===== src/rtl/wi_pkg.sv =====
package wi_pkg;

    typedef enum logic [1:0] {
        ST_IDLE,
        ST_XFER,
        ST_GAP
    } wi_state_e;

    typedef enum logic [1:0] {
        PH_CMD,
        PH_ADDR,
        PH_DUMMY,
        PH_STAT
    } wi_phase_e;

    localparam logic [1:0] KIND_READ   = 2'd0;
    localparam logic [1:0] KIND_ERASE  = 2'd1;
    localparam logic [1:0] KIND_PROG   = 2'd2;
    localparam logic [1:0] KIND_WRSTAT = 2'd3;

    localparam int STATUS_BITS = 8;
    localparam int BUSY_POS    = 0;

    // Operation kinds after which the flash must be polled
    function automatic logic needs_poll(input logic [1:0] kind);
        return (kind == KIND_ERASE) || (kind == KIND_PROG) || (kind == KIND_WRSTAT);
    endfunction

    // Phase order with empty phases skipped
    function automatic wi_phase_e phase_after(input wi_phase_e ph,
                                              input logic addr_on,
                                              input logic dummy_on);
        wi_phase_e nx;
        case (ph)
            PH_CMD:   nx = addr_on ? PH_ADDR : (dummy_on ? PH_DUMMY : PH_STAT);
            PH_ADDR:  nx = dummy_on ? PH_DUMMY : PH_STAT;
            default:  nx = PH_STAT;
        endcase
        return nx;
    endfunction

endpackage


===== src/rtl/wi_txbits.sv =====
module wi_txbits
    import wi_pkg::*;
#(
    parameter int CMD_W = 16,
    parameter int CNT_W = 6
) (
    input  logic             active,
    input  wi_phase_e        phase,
    input  logic [CNT_W-1:0] cnt,
    input  logic [CMD_W-1:0] cmd,
    input  logic             cmd_wide,
    output logic             mosi
);
    localparam int HALF_W = CMD_W / 2;

    logic [CMD_W-1:0] aligned;

    // Left-align the command so that bit index cnt counts from the MSB
    always_comb begin
        if (cmd_wide) aligned = cmd;
        else          aligned = {cmd[HALF_W-1:0], {HALF_W{1'b0}}};
    end

    // Address, dummy and status phases drive zero
    always_comb begin
        mosi = 1'b0;
        if (active && phase == PH_CMD)
            mosi = aligned[CMD_W - 1 - int'(cnt)];
    end
endmodule


===== src/rtl/wi_status.sv =====
module wi_status
    import wi_pkg::*;
(
    input  logic clk,
    input  logic rst,
    input  logic capture,
    input  logic miso,
    output logic busy_flag
);
    logic [STATUS_BITS-1:0] sreg;

    // MSB arrives first, so the busy flag ends up in the lowest bit
    always_ff @(posedge clk) begin
        if (rst)          sreg <= '0;
        else if (capture) sreg <= {sreg[STATUS_BITS-2:0], miso};
    end

    assign busy_flag = sreg[BUSY_POS];
endmodule


===== src/rtl/wi_ctrl.sv =====
module wi_ctrl
    import wi_pkg::*;
#(
    parameter int DUMMY_W    = 6,
    parameter int CNT_W      = 6,
    parameter int GAP_CYCLES = 2
) (
    input  logic               clk,
    input  logic               rst,
    input  logic               trig,
    input  logic               cmd_wide,
    input  logic               addr_en,
    input  logic [1:0]         addr_len,
    input  logic               dummy_en,
    input  logic [DUMMY_W-1:0] dummy_len,
    input  logic               busy_flag,
    output wi_state_e          state,
    output wi_phase_e          phase,
    output logic [CNT_W-1:0]   cnt,
    output logic               half,
    output logic               capture,
    output logic               done_pulse
);
    localparam int GAP_W = (GAP_CYCLES > 1) ? $clog2(GAP_CYCLES) : 1;

    logic [CNT_W-1:0] cur_len;
    logic [GAP_W-1:0] gcnt;
    logic             dummy_on;
    logic             last_bit;

    assign dummy_on = dummy_en && (dummy_len != '0);

    always_comb begin
        case (phase)
            PH_CMD:   cur_len = cmd_wide ? CNT_W'(16) : CNT_W'(8);
            PH_ADDR:  cur_len = CNT_W'(addr_len) + CNT_W'(1);
            PH_DUMMY: cur_len = CNT_W'(dummy_len);
            default:  cur_len = CNT_W'(STATUS_BITS);
        endcase
    end

    assign last_bit = (cnt == cur_len - CNT_W'(1));
    assign capture  = (state == ST_XFER) && !half && (phase == PH_STAT);

    always_ff @(posedge clk) begin
        if (rst) begin
            state      <= ST_IDLE;
            phase      <= PH_CMD;
            cnt        <= '0;
            half       <= 1'b0;
            gcnt       <= '0;
            done_pulse <= 1'b0;
        end else begin
            done_pulse <= 1'b0;
            case (state)
                ST_IDLE: begin
                    if (trig) begin
                        state <= ST_XFER;
                        phase <= PH_CMD;
                        cnt   <= '0;
                        half  <= 1'b0;
                    end
                end
                ST_XFER: begin
                    if (!half) begin
                        half <= 1'b1;
                    end else begin
                        half <= 1'b0;
                        if (last_bit) begin
                            cnt <= '0;
                            if (phase == PH_STAT) begin
                                if (busy_flag) begin
                                    state <= ST_GAP;
                                    gcnt  <= '0;
                                end else begin
                                    state      <= ST_IDLE;
                                    done_pulse <= 1'b1;
                                end
                            end else begin
                                phase <= phase_after(phase, addr_en, dummy_on);
                            end
                        end else begin
                            cnt <= cnt + CNT_W'(1);
                        end
                    end
                end
                ST_GAP: begin
                    if (gcnt == GAP_W'(GAP_CYCLES - 1)) begin
                        state <= ST_XFER;
                        phase <= PH_CMD;
                        cnt   <= '0;
                        half  <= 1'b0;
                    end else begin
                        gcnt <= gcnt + GAP_W'(1);
                    end
                end
                default: state <= ST_IDLE;
            endcase
        end
    end

    // every high half follows a low half
    p_half_alternate_r9: assert property (@(posedge clk) disable iff (rst)
        (state == ST_XFER && half) |=> !half);

    // the busy decision is taken only after all eight status captures
    p_stat_in_range_r6: assert property (@(posedge clk) disable iff (rst)
        (phase == PH_STAT && state == ST_XFER) |-> (cnt < CNT_W'(STATUS_BITS)));
endmodule


===== src/rtl/spi_waitidle_poller.sv =====
module spi_waitidle_poller
    import wi_pkg::*;
#(
    parameter int CMD_W      = 16,
    parameter int DUMMY_W    = 6,
    parameter int GAP_CYCLES = 2
) (
    input  logic               clk,
    input  logic               rst,
    input  logic               cfg_en,
    input  logic [CMD_W-1:0]   cfg_cmd,
    input  logic               cfg_cmd_16b,
    input  logic               cfg_addr_en,
    input  logic [1:0]         cfg_addr_len,
    input  logic               cfg_dummy_en,
    input  logic [DUMMY_W-1:0] cfg_dummy_len,
    input  logic               op_done,
    input  logic [1:0]         op_kind,
    input  logic               miso,
    output logic               cs_n,
    output logic               sclk_en,
    output logic               mosi,
    output logic               busy,
    output logic               idle_done
);
    localparam int CNT_W = (DUMMY_W > $clog2(CMD_W + 1)) ? DUMMY_W : $clog2(CMD_W + 1);

    wi_state_e        state;
    wi_phase_e        phase;
    logic [CNT_W-1:0] cnt;
    logic             half;
    logic             capture;
    logic             busy_flag;
    logic             trig;
    logic             active;

    assign trig = op_done && cfg_en && needs_poll(op_kind) && (state == ST_IDLE) && !idle_done;

    wi_ctrl #(
        .DUMMY_W   (DUMMY_W),
        .CNT_W     (CNT_W),
        .GAP_CYCLES(GAP_CYCLES)
    ) u_ctrl (
        .clk       (clk),
        .rst       (rst),
        .trig      (trig),
        .cmd_wide  (cfg_cmd_16b),
        .addr_en   (cfg_addr_en),
        .addr_len  (cfg_addr_len),
        .dummy_en  (cfg_dummy_en),
        .dummy_len (cfg_dummy_len),
        .busy_flag (busy_flag),
        .state     (state),
        .phase     (phase),
        .cnt       (cnt),
        .half      (half),
        .capture   (capture),
        .done_pulse(idle_done)
    );

    wi_status u_status (
        .clk      (clk),
        .rst      (rst),
        .capture  (capture),
        .miso     (miso),
        .busy_flag(busy_flag)
    );

    assign active = (state == ST_XFER);

    wi_txbits #(
        .CMD_W(CMD_W),
        .CNT_W(CNT_W)
    ) u_tx (
        .active  (active),
        .phase   (phase),
        .cnt     (cnt),
        .cmd     (cfg_cmd),
        .cmd_wide(cfg_cmd_16b),
        .mosi    (mosi)
    );

    assign cs_n    = !active;
    assign sclk_en = active && half;
    assign busy    = (state != ST_IDLE) || idle_done;

    // a qualifying trigger in the idle state starts a transaction
    p_auto_start_r1: assert property (@(posedge clk) disable iff (rst)
        (op_done && cfg_en && needs_poll(op_kind) && !busy) |=> (busy && !cs_n));

    // after a transaction, chip select stays high for at least two cycles
    p_gap_min_r7: assert property (@(posedge clk) disable iff (rst)
        $rose(cs_n) |=> cs_n);

    // the completion pulse lasts one cycle, with chip select released
    p_done_single_r8: assert property (@(posedge clk) disable iff (rst)
        idle_done |=> !idle_done);
    p_done_cs_high_r8: assert property (@(posedge clk) disable iff (rst)
        idle_done |-> cs_n);

    // the serial clock toggles only with chip select asserted
    p_clk_under_cs_r9: assert property (@(posedge clk) disable iff (rst)
        sclk_en |-> !cs_n);

    // busy does not fall until the completion pulse has been given
    p_busy_hold_r10: assert property (@(posedge clk) disable iff (rst)
        (busy && !idle_done) |=> busy);
endmodule


===== config.mk =====
export PLATFORM = sky130hd
export DESIGN_NAME = spi_waitidle_poller
export DESIGN_NICKNAME = d
export VERILOG_FILES = /design/src/rtl/wi_pkg.sv /design/src/rtl/wi_txbits.sv /design/src/rtl/wi_status.sv /design/src/rtl/wi_ctrl.sv /design/src/rtl/spi_waitidle_poller.sv
export SDC_FILE = /design/constraint.sdc
export NUM_CORES = 1
export LEC_CHECK = 0
export ABC_AREA = 1
export BUFFER_PORTS_ARGS = -buffer_cell sky130_fd_sc_hd__buf_2
export CORE_MARGIN = 10
export CORE_UTILIZATION = 55
export DETAILED_ROUTE_END_ITERATION = 6
export PLACE_DENSITY = 0.95
export SYNTH_ARGS = -nofsm -noshare
export SYNTH_HDL_FRONTEND = slang
export SYNTH_SLANG_ARGS = --single-unit

===== constraint.sdc =====
create_clock -name clk -period 4.4 [get_ports clk]
set_input_delay 0.44 -clock clk [delete_from_list [all_inputs] [get_ports clk]]
set_output_delay 0.44 -clock clk [all_outputs]
set_load 0.02 [all_outputs]

==> results of run 1 <==
cell type report:
| class | instances | area, um^2 |
|---|---|---|
| Fill cell | 212 | 698 |
| Timing Repair Buffer | 38 | 190 |
| Tap cell | 28 | 35.0 |
| Multi-Input combinational cell | 158 | 885 |
| Sequential cell | 14 | 280 |
| Inverter | 32 | 123 |
| Clock buffer | 3 | 22.5 |
power breakdown:
group | total [mW] | switching, mW | internal, mW
clock network | 0.0729 | 0.0412 | 0.0317
registers | 0.151 | 0.0152 | 0.136
logic | 0.233 | 0.152 | 0.0814
layer usage:
layer / vias up / GRT usage, % / wire, um
met5: - / 0 / 0
met2: 28 / 26.5 / 1770
met3: 4 / 2.90 / 178
met1: 648 / 15.6 / 1360
met4: 0 / 3.94 / 20
li1: 746 / - / -
registers in the layout, indices dropped and copies added, names as in the netlist:
register           cells
u_ctrl.cnt             6
u_ctrl.phase           2
u_ctrl.state           2
u_ctrl.done_pulse      1
u_ctrl.gcnt            1
u_ctrl.half            1
u_status.sreg          1
Yosys cell counts:
library cell	number	area share (%)
nor2_1	40	11
nand2_1	35	10
inv_1	29	8.3
nand3_1	18	6.9
dfxtp_1	14	21
o21ai_0	12	4.6
a21oi_1	7	2.7
ha_1	7	6.7
xor2_1	6	4.0
nand2_2	5	2.4
nand4_1	5	2.4
nand3_2	3	2.3
buf_4	2	1.1
clkbuf_1	2	0.57
inv_2	2	0.57
nor2_2	2	0.95
nor2_4	2	1.7
nor3_1	2	0.76
o32ai_1	2	1.3
a211oi_1	1	0.57
a21boi_0	1	0.57
inv_4	1	0.48
nand2_4	1	0.86
nand3b_1	1	0.57
nand4_4	1	1.6
nor3b_2	1	0.95
nor4_1	1	0.48
o211a_1	1	0.76
o21ai_2	1	0.67
o21bai_1	1	0.57
or2_2	1	0.48
xnor2_2	1	1.2
worst min path at each step:
stage,end,slack (ns),cells past startpoint
final,u_status.sreg[0],0.43,3
after global routing,u_ctrl.state[1],0.46,2
after CTS,u_status.sreg[0],0.44,3
after detailed placement,u_ctrl.gcnt,0.47,2
after global placement,u_ctrl.gcnt,0.45,2
after floorplan,u_ctrl.gcnt,0.44,2
per-stage QoR:
step / hold WS [ns] / instances / power (mW) / cell area (um^2)
final: 0.430 / 273 / 0.457 / 1540
after floorplan: 0.438 / 208 / 0.326 / 1310
after CTS: 0.440 / 273 / 0.455 / 1540
after global routing: 0.456 / 273 / 0.491 / 1540
after global placement: 0.451 / 270 / 0.378 / 1510
after detailed placement: 0.471 / 270 / 0.385 / 1510
logic make-up (layout without fill, tap and decap cells):
logic type | Yosys count | in the layout | share of synthesized area, %
AO/OA/AOI/OAI | 26 | 26 | 11.7
XOR/XNOR | 7 | 7 | 5.25
AND/OR/NAND/NOR | 118 | 118 | 43.8
buffers and inverters | 36 | 73 | 11.1
flip-flops | 14 | 14 | 21.4
adder cells (fa/ha/maj) | 7 | 7 | 6.69
worst max-delay path: stages, from the launching register on:
cell	delay, ns
dfxtp_1	0.44
inv_1	0.32
nor2_1	0.07
o21ai_0	0.15
nand3_1	0.10
a211oi_1	0.24
o211a_1	0.16
buf_2	0.16
cells in the final DEF, fill, tap and decap left out, types with 2 or more instances in the layout:
master and n:
nor2_4 2, inv_2 2, nand3_1 18, nand2_1 35, nand4_1 5, nor2_2 2, dfxtp_1 14, clkbuf_4 3
inv_1 29, ha_1 7, a21oi_1 7, nand2_2 5, buf_2 38, nor2_1 40, xor2_1 6, nand3_2 3
nor3_1 2, o21ai_0 12, o32ai_1 2
==> impl_metrics.yaml, run 1 <==
run_status:
  status: "completed"
floorplanning:
  die_area_mm2: 0.00473
  placement_rows: 17
  start_util_pct: 58.7
  core_area_mm2: 0.00223
  die_w_um: 68.8
  ioPinCount: 39
  dieHeight_um: 68.8
timing:
  slew_violations: 0
  grt_setup_unrepaired: "no"
  setup_ws_ns: 2.05
  worst_slew_pin_slew_ns: 0.405
  period_minus_slack_ns: 2.35
  finalCritPeriodShare_pct: 53.4
  max_freq_ghz: 0.426
  slew_headroom_pct: 73.0
  setup_violations: 0
  finalSetupTns_ns: 0
  fin_skew_ns: 0.00327
  hold_viol: 0
yosys:
  ys_seq_area_share_pct: 21.4
  ys_warn_count: 0
  ys_types: 32
  synthCells: 208
  synth_fp_nets: 249
  synth_area_per_cell_um2: 6.30
  syn_area_mm2: 0.00131
  ys_ff_latch: 14
drt:
  route.detailed.drc: 0
  ant_nets: 0
  drt-initial-drc-count: 91
  routedWlPerCell_um: 12.2
  vias: 1426
  routed_via_density: 5.22
  wl_um: 3330
  drtPass1Iterations: 4
clock_tree:
  numCtsBuffers: 3
  hold_buffers: 0
  clock_sink_count: 14
  cts_buffer_depth: 2
  cts-htree-levels: 1
  path_clk_slew_ns: 0.08
  clock-root-buffer: "clkbuf_4"
  postCtsSetupBuffers: 0
  clock_latency_ns: 0.28
  ctsResizeCount: 0
  tritoncts: "done"
global_routing:
  grt_pass1_wl_um: 5430
  track_usage_pct: 14.1
  antenna_found_initial: 0
  first_global_vias: 1358
  grt_overflow: 0
  grt_max_degree: 13
power:
  p_per_area_mw_per_mm2: 297
  leakage_nw: 0.755
  ir_worst_vdd_mv: 0.294
final_layout:
  n_antenna_cell: 0
  final_layout_size_suffix_gt1_share_pct: 25.3
  syn2layout_area_growth_pct: 17.2
  fin_util_pct: 68.7
  layout.nets: 288
setup_path:
  worst-path-max-fanout: 12
  crit_start: "u_ctrl.cnt[0]"
  cp.arrival_ns: 1.91
  crit_path_end_kind: "output port"
  r2r_slack_ns: 2.09
  reg2reg_to: "u_ctrl.state[0]"
  regToRegStartpoint: "u_ctrl.phase[1]"
  crit_required_ns: 3.96
  endpoint: "mosi"
  critical_path_class: "reg -> out"
  start_kind: "flip-flop"
  r2r_cells: 16
run:
  cap_violations: 0
min_path:
  hp-start: "miso"
  hold_class: "in -> reg"
place:
  gp_congestion: 0.931
  hpwl_um: 2830
  port_buffers: 38
  pre_cts_slack_ns: 1.91
Note: power is estimated with default switching activity, not from simulation.
==> run 2, diff against run 1 <==
Settings changed: CORE_UTILIZATION 55 to 46, PLACE_DENSITY 0.95 to 0.87.
Clock period 4.4 ns to 1.94 ns, I/O delays scaled along.
==> impl_metrics.yaml, run 2 (synthesized netlist as in run 1, its figures left out) <==
setup_path:
  slowest_delay_ns: 0.39
  r2r_slack_ns: -0.12
  worst-path-max-fanout: 5
  crit_path_end_kind: "flip-flop"
  r2r_cells: 16
  reg2reg_to: "u_ctrl.state[0]"
  slowest_stage: "dfxtp_4"
  cp_cell_sequence: "inv_6 > nor2_4 > nand2_2 > nand2_2 > inv_2 > ha_4 > xor2_1 > o21ai_1 > nor2_1 > nand2_1 > nor2_2 > nand3_2 > nand2_4 > nand4_4 > o21bai_1 > nor2_1"
  crit_buf_inv: 2
  critical_path_class: "reg -> reg"
  crit_family: "simple AND/OR/NAND/NOR gates"
  cp.arrival_ns: 2.26
  regToRegStartpoint: "u_ctrl.phase[1]"
  start_kind: "flip-flop"
  crit_required_ns: 2.14
drt:
  ant_nets: 0
  routedWlPerCell_um: 14.0
  wl_um: 4260
  drtPass1Iterations: 7
  routed_via_density: 5.20
  vias: 1586
  drt-initial-drc-count: 90
  route.detailed.drc: 0
timing:
  fin_skew_ns: 0.00238
  fin_hold_ws_ns: 0.168
  finalCritPeriodShare_pct: 106
  slew_violations: 0
  worst_slew_pin_slew_ns: 0.319
  period_minus_slack_ns: 2.06
  setup_ws_ns: -0.125
  grt_setup_unrepaired: "yes"
  hold_viol: 0
  setup_violations: 12
  finalSetupTns_ns: -0.979
  slew_headroom_pct: 78.6
  max_freq_ghz: 0.484
clock_tree:
  cts_buffer_depth: 2
  cts-htree-levels: 1
  hold_buffers: 0
  clock_sink_count: 14
  path_clk_slew_ns: 0.09
  clock-root-buffer: "clkbuf_4"
  numCtsBuffers: 3
  clock_latency_ns: 0.29
  tritoncts: "done"
place:
  hpwl_um: 2860
  gp_congestion: 0.856
  placed_cell_area_mm2: 0.00166
  port_buffers: 38
global_routing:
  busiest_layer: "met2"
  grt_pass1_wl_um: 6310
  use_met3_pct: 3.50
  grt_overflow: 0
  use_met2_pct: 24.5
  grt_max_degree: 12
  track_usage_pct: 13.7
  first_global_vias: 1527
  antenna_found_initial: 0
  grtUsageMet1_pct: 15.5
floorplanning:
  placement_rows: 19
  ioPinCount: 39
  die_w_um: 73.4
  dieHeight_um: 73.4
  die_area_mm2: 0.00538
  start_util_pct: 47.9
  core_area_mm2: 0.00273
final_layout:
  mostFrequentLayoutCells: "nor2_1 (40), buf_2 (37), nand2_1 (34), inv_1 (26), buf_4 (22)"
  final_layout_size_suffix_gt1_share_pct: 39.1
  layout_commonest_cell: "nor2_1"
  layout.nets: 316
  reg.largest.list: "u_ctrl.cnt x6, u_ctrl.phase x2, u_ctrl.state x2"
  finalInstanceArea_mm2: 0.00187
  syn2layout_area_growth_pct: 42.8
  largest_reg_flops: 6
  top_register: "u_ctrl.cnt"
  n_antenna_cell: 0
min_path:
  holdPathStages: 2
  hold_class: "in -> reg"
  hold_end: "u_ctrl.phase[1]"
  hp-start: "rst"
run:
  cap_violations: 0
power:
  ir_worst_vdd_mv: 0.510
  leakage_nw: 0.926
  p_per_area_mw_per_mm2: 689
run_status:
  violations: "negative setup slack"
  status: "finished with violations"
run 2: changes by cell type in the layout (fill, tap and decap cells not counted), sizes merged:
cell      before  now
buf           38   63
inv           32   31
nand2         41   42
clkinvlp       0    2
clkbuf         3    5
run 2: area by class of cell:
cell class                      count  area (um^2)
Timing Repair inverter              1         5.00
Sequential cell                    14          293
Inverter                           32          129
Multi-Input combinational cell    159          945
Tap cell                           31         38.8
Timing Repair Buffer               64          424
Clock buffer                        4         36.3
Fill cell                         231          863
run 2: what timing repair did:
| action | CTS | global route |
|---|---|---|
| setup buffers | 3 | 6 |
| endpoints found under the setup margin | 11 | 13 |
| pin swaps | 4 | 7 |
| resized for setup | 5 | 21 |
| cloned | 1 | 2 |
run 2: how the worst max path moves through the flow:
stage,startpoint,end,slack [ns],depth (start not counted)
detailed placement,cfg_addr_len[0],u_ctrl.state[0],-0.20,16
finish,u_ctrl.phase[1],u_ctrl.state[0],-0.12,16
global placement,cfg_addr_len[0],u_ctrl.state[0],-0.12,16
CTS,u_ctrl.phase[1],u_ctrl.state[0],-0.1,15
global route,u_ctrl.phase[1],u_ctrl.state[0],-0.35,16
floorplan,u_ctrl.phase[0],u_ctrl.state[0],-0.03,16
run 2: stage by stage:
step / power [mW] / setup WS [ns] / std cells / util (%)
floorplan: 0.745 / -0.0346 / 208 / -
global placement: 0.938 / -0.124 / 290 / 60.7
detailed placement: 0.949 / -0.205 / 290 / 60.7
CTS: 1.19 / -0.0966 / 297 / 63.5
global route: 1.37 / -0.351 / 305 / 68.4
finish: 1.29 / -0.125 / 305 / 68.4
run 2: layer usage:
layer	share of wire (%)	vias to the layer above	routed length, um
li1	-	802	-
met1	40	717	1720
met2	50	60	2140
met3	7.4	7	315
met4	2.0	0	84
met5	0	-	0
run 2: power breakdown:
| group | leakage [nW] | internal (mW) | switching (mW) |
|---|---|---|---|
| logic | 0.788 | 0.298 | 0.431 |
| clock network | 0.0210 | 0.115 | 0.108 |
| registers | 0.116 | 0.309 | 0.0289 |
| total | 0.926 | 0.721 | 0.568 |
==> run 3, diff against run 2 <==
==> constraint.sdc (replaced) <==
create_clock -name clk -period 1.94 [get_ports clk]
set_input_delay 0.388 -clock clk [delete_from_list [all_inputs] [get_ports clk]]
set_output_delay 0.388 -clock clk [all_outputs]
set_load 0.02 [all_outputs]
==> impl_metrics.yaml, run 3 (synthesized netlist as in run 1, its figures left out) <==
drt:
  routed_via_density: 5.22
  route.detailed.drc: 0
  drt-initial-drc-count: 106
  drtPass1Iterations: 4
  ant_nets: 0
  vias: 1597
  wl_um: 4180
  routedWlPerCell_um: 13.6
final_layout:
  layout.nets: 316
  mostFrequentLayoutCells: "nor2_1 (37), buf_2 (37), nand2_1 (32), inv_1 (27), buf_4 (24)"
  syn2layout_area_growth_pct: 44.1
  reg.largest.list: "u_ctrl.cnt x6, u_ctrl.phase x2, u_ctrl.state x2"
  fin_util_pct: 69.1
  top_register: "u_ctrl.cnt"
  largest_reg_flops: 6
  final_layout_size_suffix_gt1_share_pct: 40.1
  finalNonFillerCells: 306
setup_path:
  worst-path-max-fanout: 5
  crit_required_ns: 2.14
  start_kind: "flip-flop"
  crit_path_end_kind: "flip-flop"
  critical_path_class: "reg -> reg"
  cp.arrival_ns: 2.26
floorplanning:
  start_util_pct: 47.9
  ioPinCount: 39
  die_area_mm2: 0.00538
  die_w_um: 73.4
  core_area_mm2: 0.00273
  dieHeight_um: 73.4
  placement_rows: 19
timing:
  setup_ws_ns: -0.118
  slew_violations: 0
  setup_violations: 13
  worst_slew_pin_slew_ns: 0.259
  finalCritPeriodShare_pct: 106
  slew_headroom_pct: 82.6
  grt_setup_unrepaired: "yes"
  fin_skew_ns: 0.00151
  max_freq_ghz: 0.486
  hold_viol: 0
  period_minus_slack_ns: 2.06
run_status:
  violations: "negative setup slack"
  status: "finished with violations"
power:
  p_per_area_mw_per_mm2: 692
  leakage_nw: 0.928
  ir_worst_vdd_mv: 0.694
global_routing:
  track_usage_pct: 15.9
  first_global_vias: 1602
  grt_max_degree: 10
  antenna_found_initial: 0
  grt_overflow: 0
  grt_pass1_wl_um: 6910
clock_tree:
  cts_buffer_depth: 2
  clock_sink_count: 14
  tritoncts: "done"
  clock-root-buffer: "clkbuf_4"
  clock_latency_ns: 0.31
  numCtsBuffers: 3
  path_clk_slew_ns: 0.09
  cts-htree-levels: 1
place:
  dp.cells: 294
  hpwl_um: 2940
  gp_congestion: 0.837
  port_buffers: 38
run:
  cap_violations: 0
min_path:
  hold_class: "in -> reg"
## run 3: worst paths after layout
kind,start,endpoint,slack (ns),depth (start not counted)
worst min-delay path,miso,u_status.sreg[0],0.34,3
worst max-delay path,u_ctrl.phase[1],u_ctrl.phase[1],-0.12,15
worst max register to register,u_ctrl.phase[1],u_ctrl.phase[1],-0.12,15
worst min register to register,u_ctrl.gcnt,u_ctrl.gcnt,0.51,2
## run 3: metal layers
layer / part of all wire [%] / global-route usage (%) / vias to the layer above
met2: 50 / 27.3 / 70
met4: 2.9 / 9.94 / 0
met3: 9.0 / 5.11 / 9
met1: 38 / 16.2 / 715
li1: - / - / 803
met5: 0 / 0 / -
## run 3: final cells by class
| cell class | instances | area [um^2] |
|---|---|---|
| diodes | 1 | 2.50 |
| clock buffers | 4 | 36.3 |
| fillers | 228 | 846 |
| inverters | 32 | 130 |
| multi-input cells | 159 | 978 |
| flip-flops and latches | 14 | 292 |
| well taps | 31 | 38.8 |
| repair buffers | 65 | 410 |
## run 3: worst max-delay path, stage by stage, from the launching register on
cell	delay [ns]
dfxtp_4	0.38
inv_6	0.07
nand3b_1	0.10
nand2_2	0.10
inv_2	0.06
ha_4	0.25
xor2_1	0.13
o21ai_1	0.08
nor2_1	0.08
nand2_1	0.07
nor2_2	0.10
nand3_2	0.12
nand2_4	0.13
nand3_2	0.11
nand2_2	0.10
a21oi_1	0.06
## run 3: what timing repair did
item | CTS | global route
pin swaps | 9 | 1
cloned | 1 | 0
setup endpoints to repair | 13 | 13
buffers inserted | 4 | 2
gates resized for setup | 30 | 7
hold buffers | 0 | 0
## run 3: power breakdown
group / total [mW] / switching (mW) / internal (mW)
Sequential: 0.337 / 0.0287 / 0.308
Clock: 0.230 / 0.115 / 0.115
Combinational: 0.738 / 0.440 / 0.298
Total: 1.31 / 0.584 / 0.721
## run 3: metrics by stage
step | instance area (um^2) | power, mW | hold slack, ns | setup WS (ns) | TNS (ns)
floorplan | 1330 | 0.746 | 0.438 | -0.163 | -1.04
global placement | 1690 | 0.947 | 0.454 | -0.344 | -3.68
finish | 1890 | 1.31 | 0.344 | -0.118 | -0.699
CTS | 1840 | 1.26 | 0.361 | -0.0928 | -0.377
global route | 1890 | 1.40 | 0.347 | -0.307 | -2.94
detailed placement | 1690 | 0.957 | 0.467 | -0.413 | -4.36
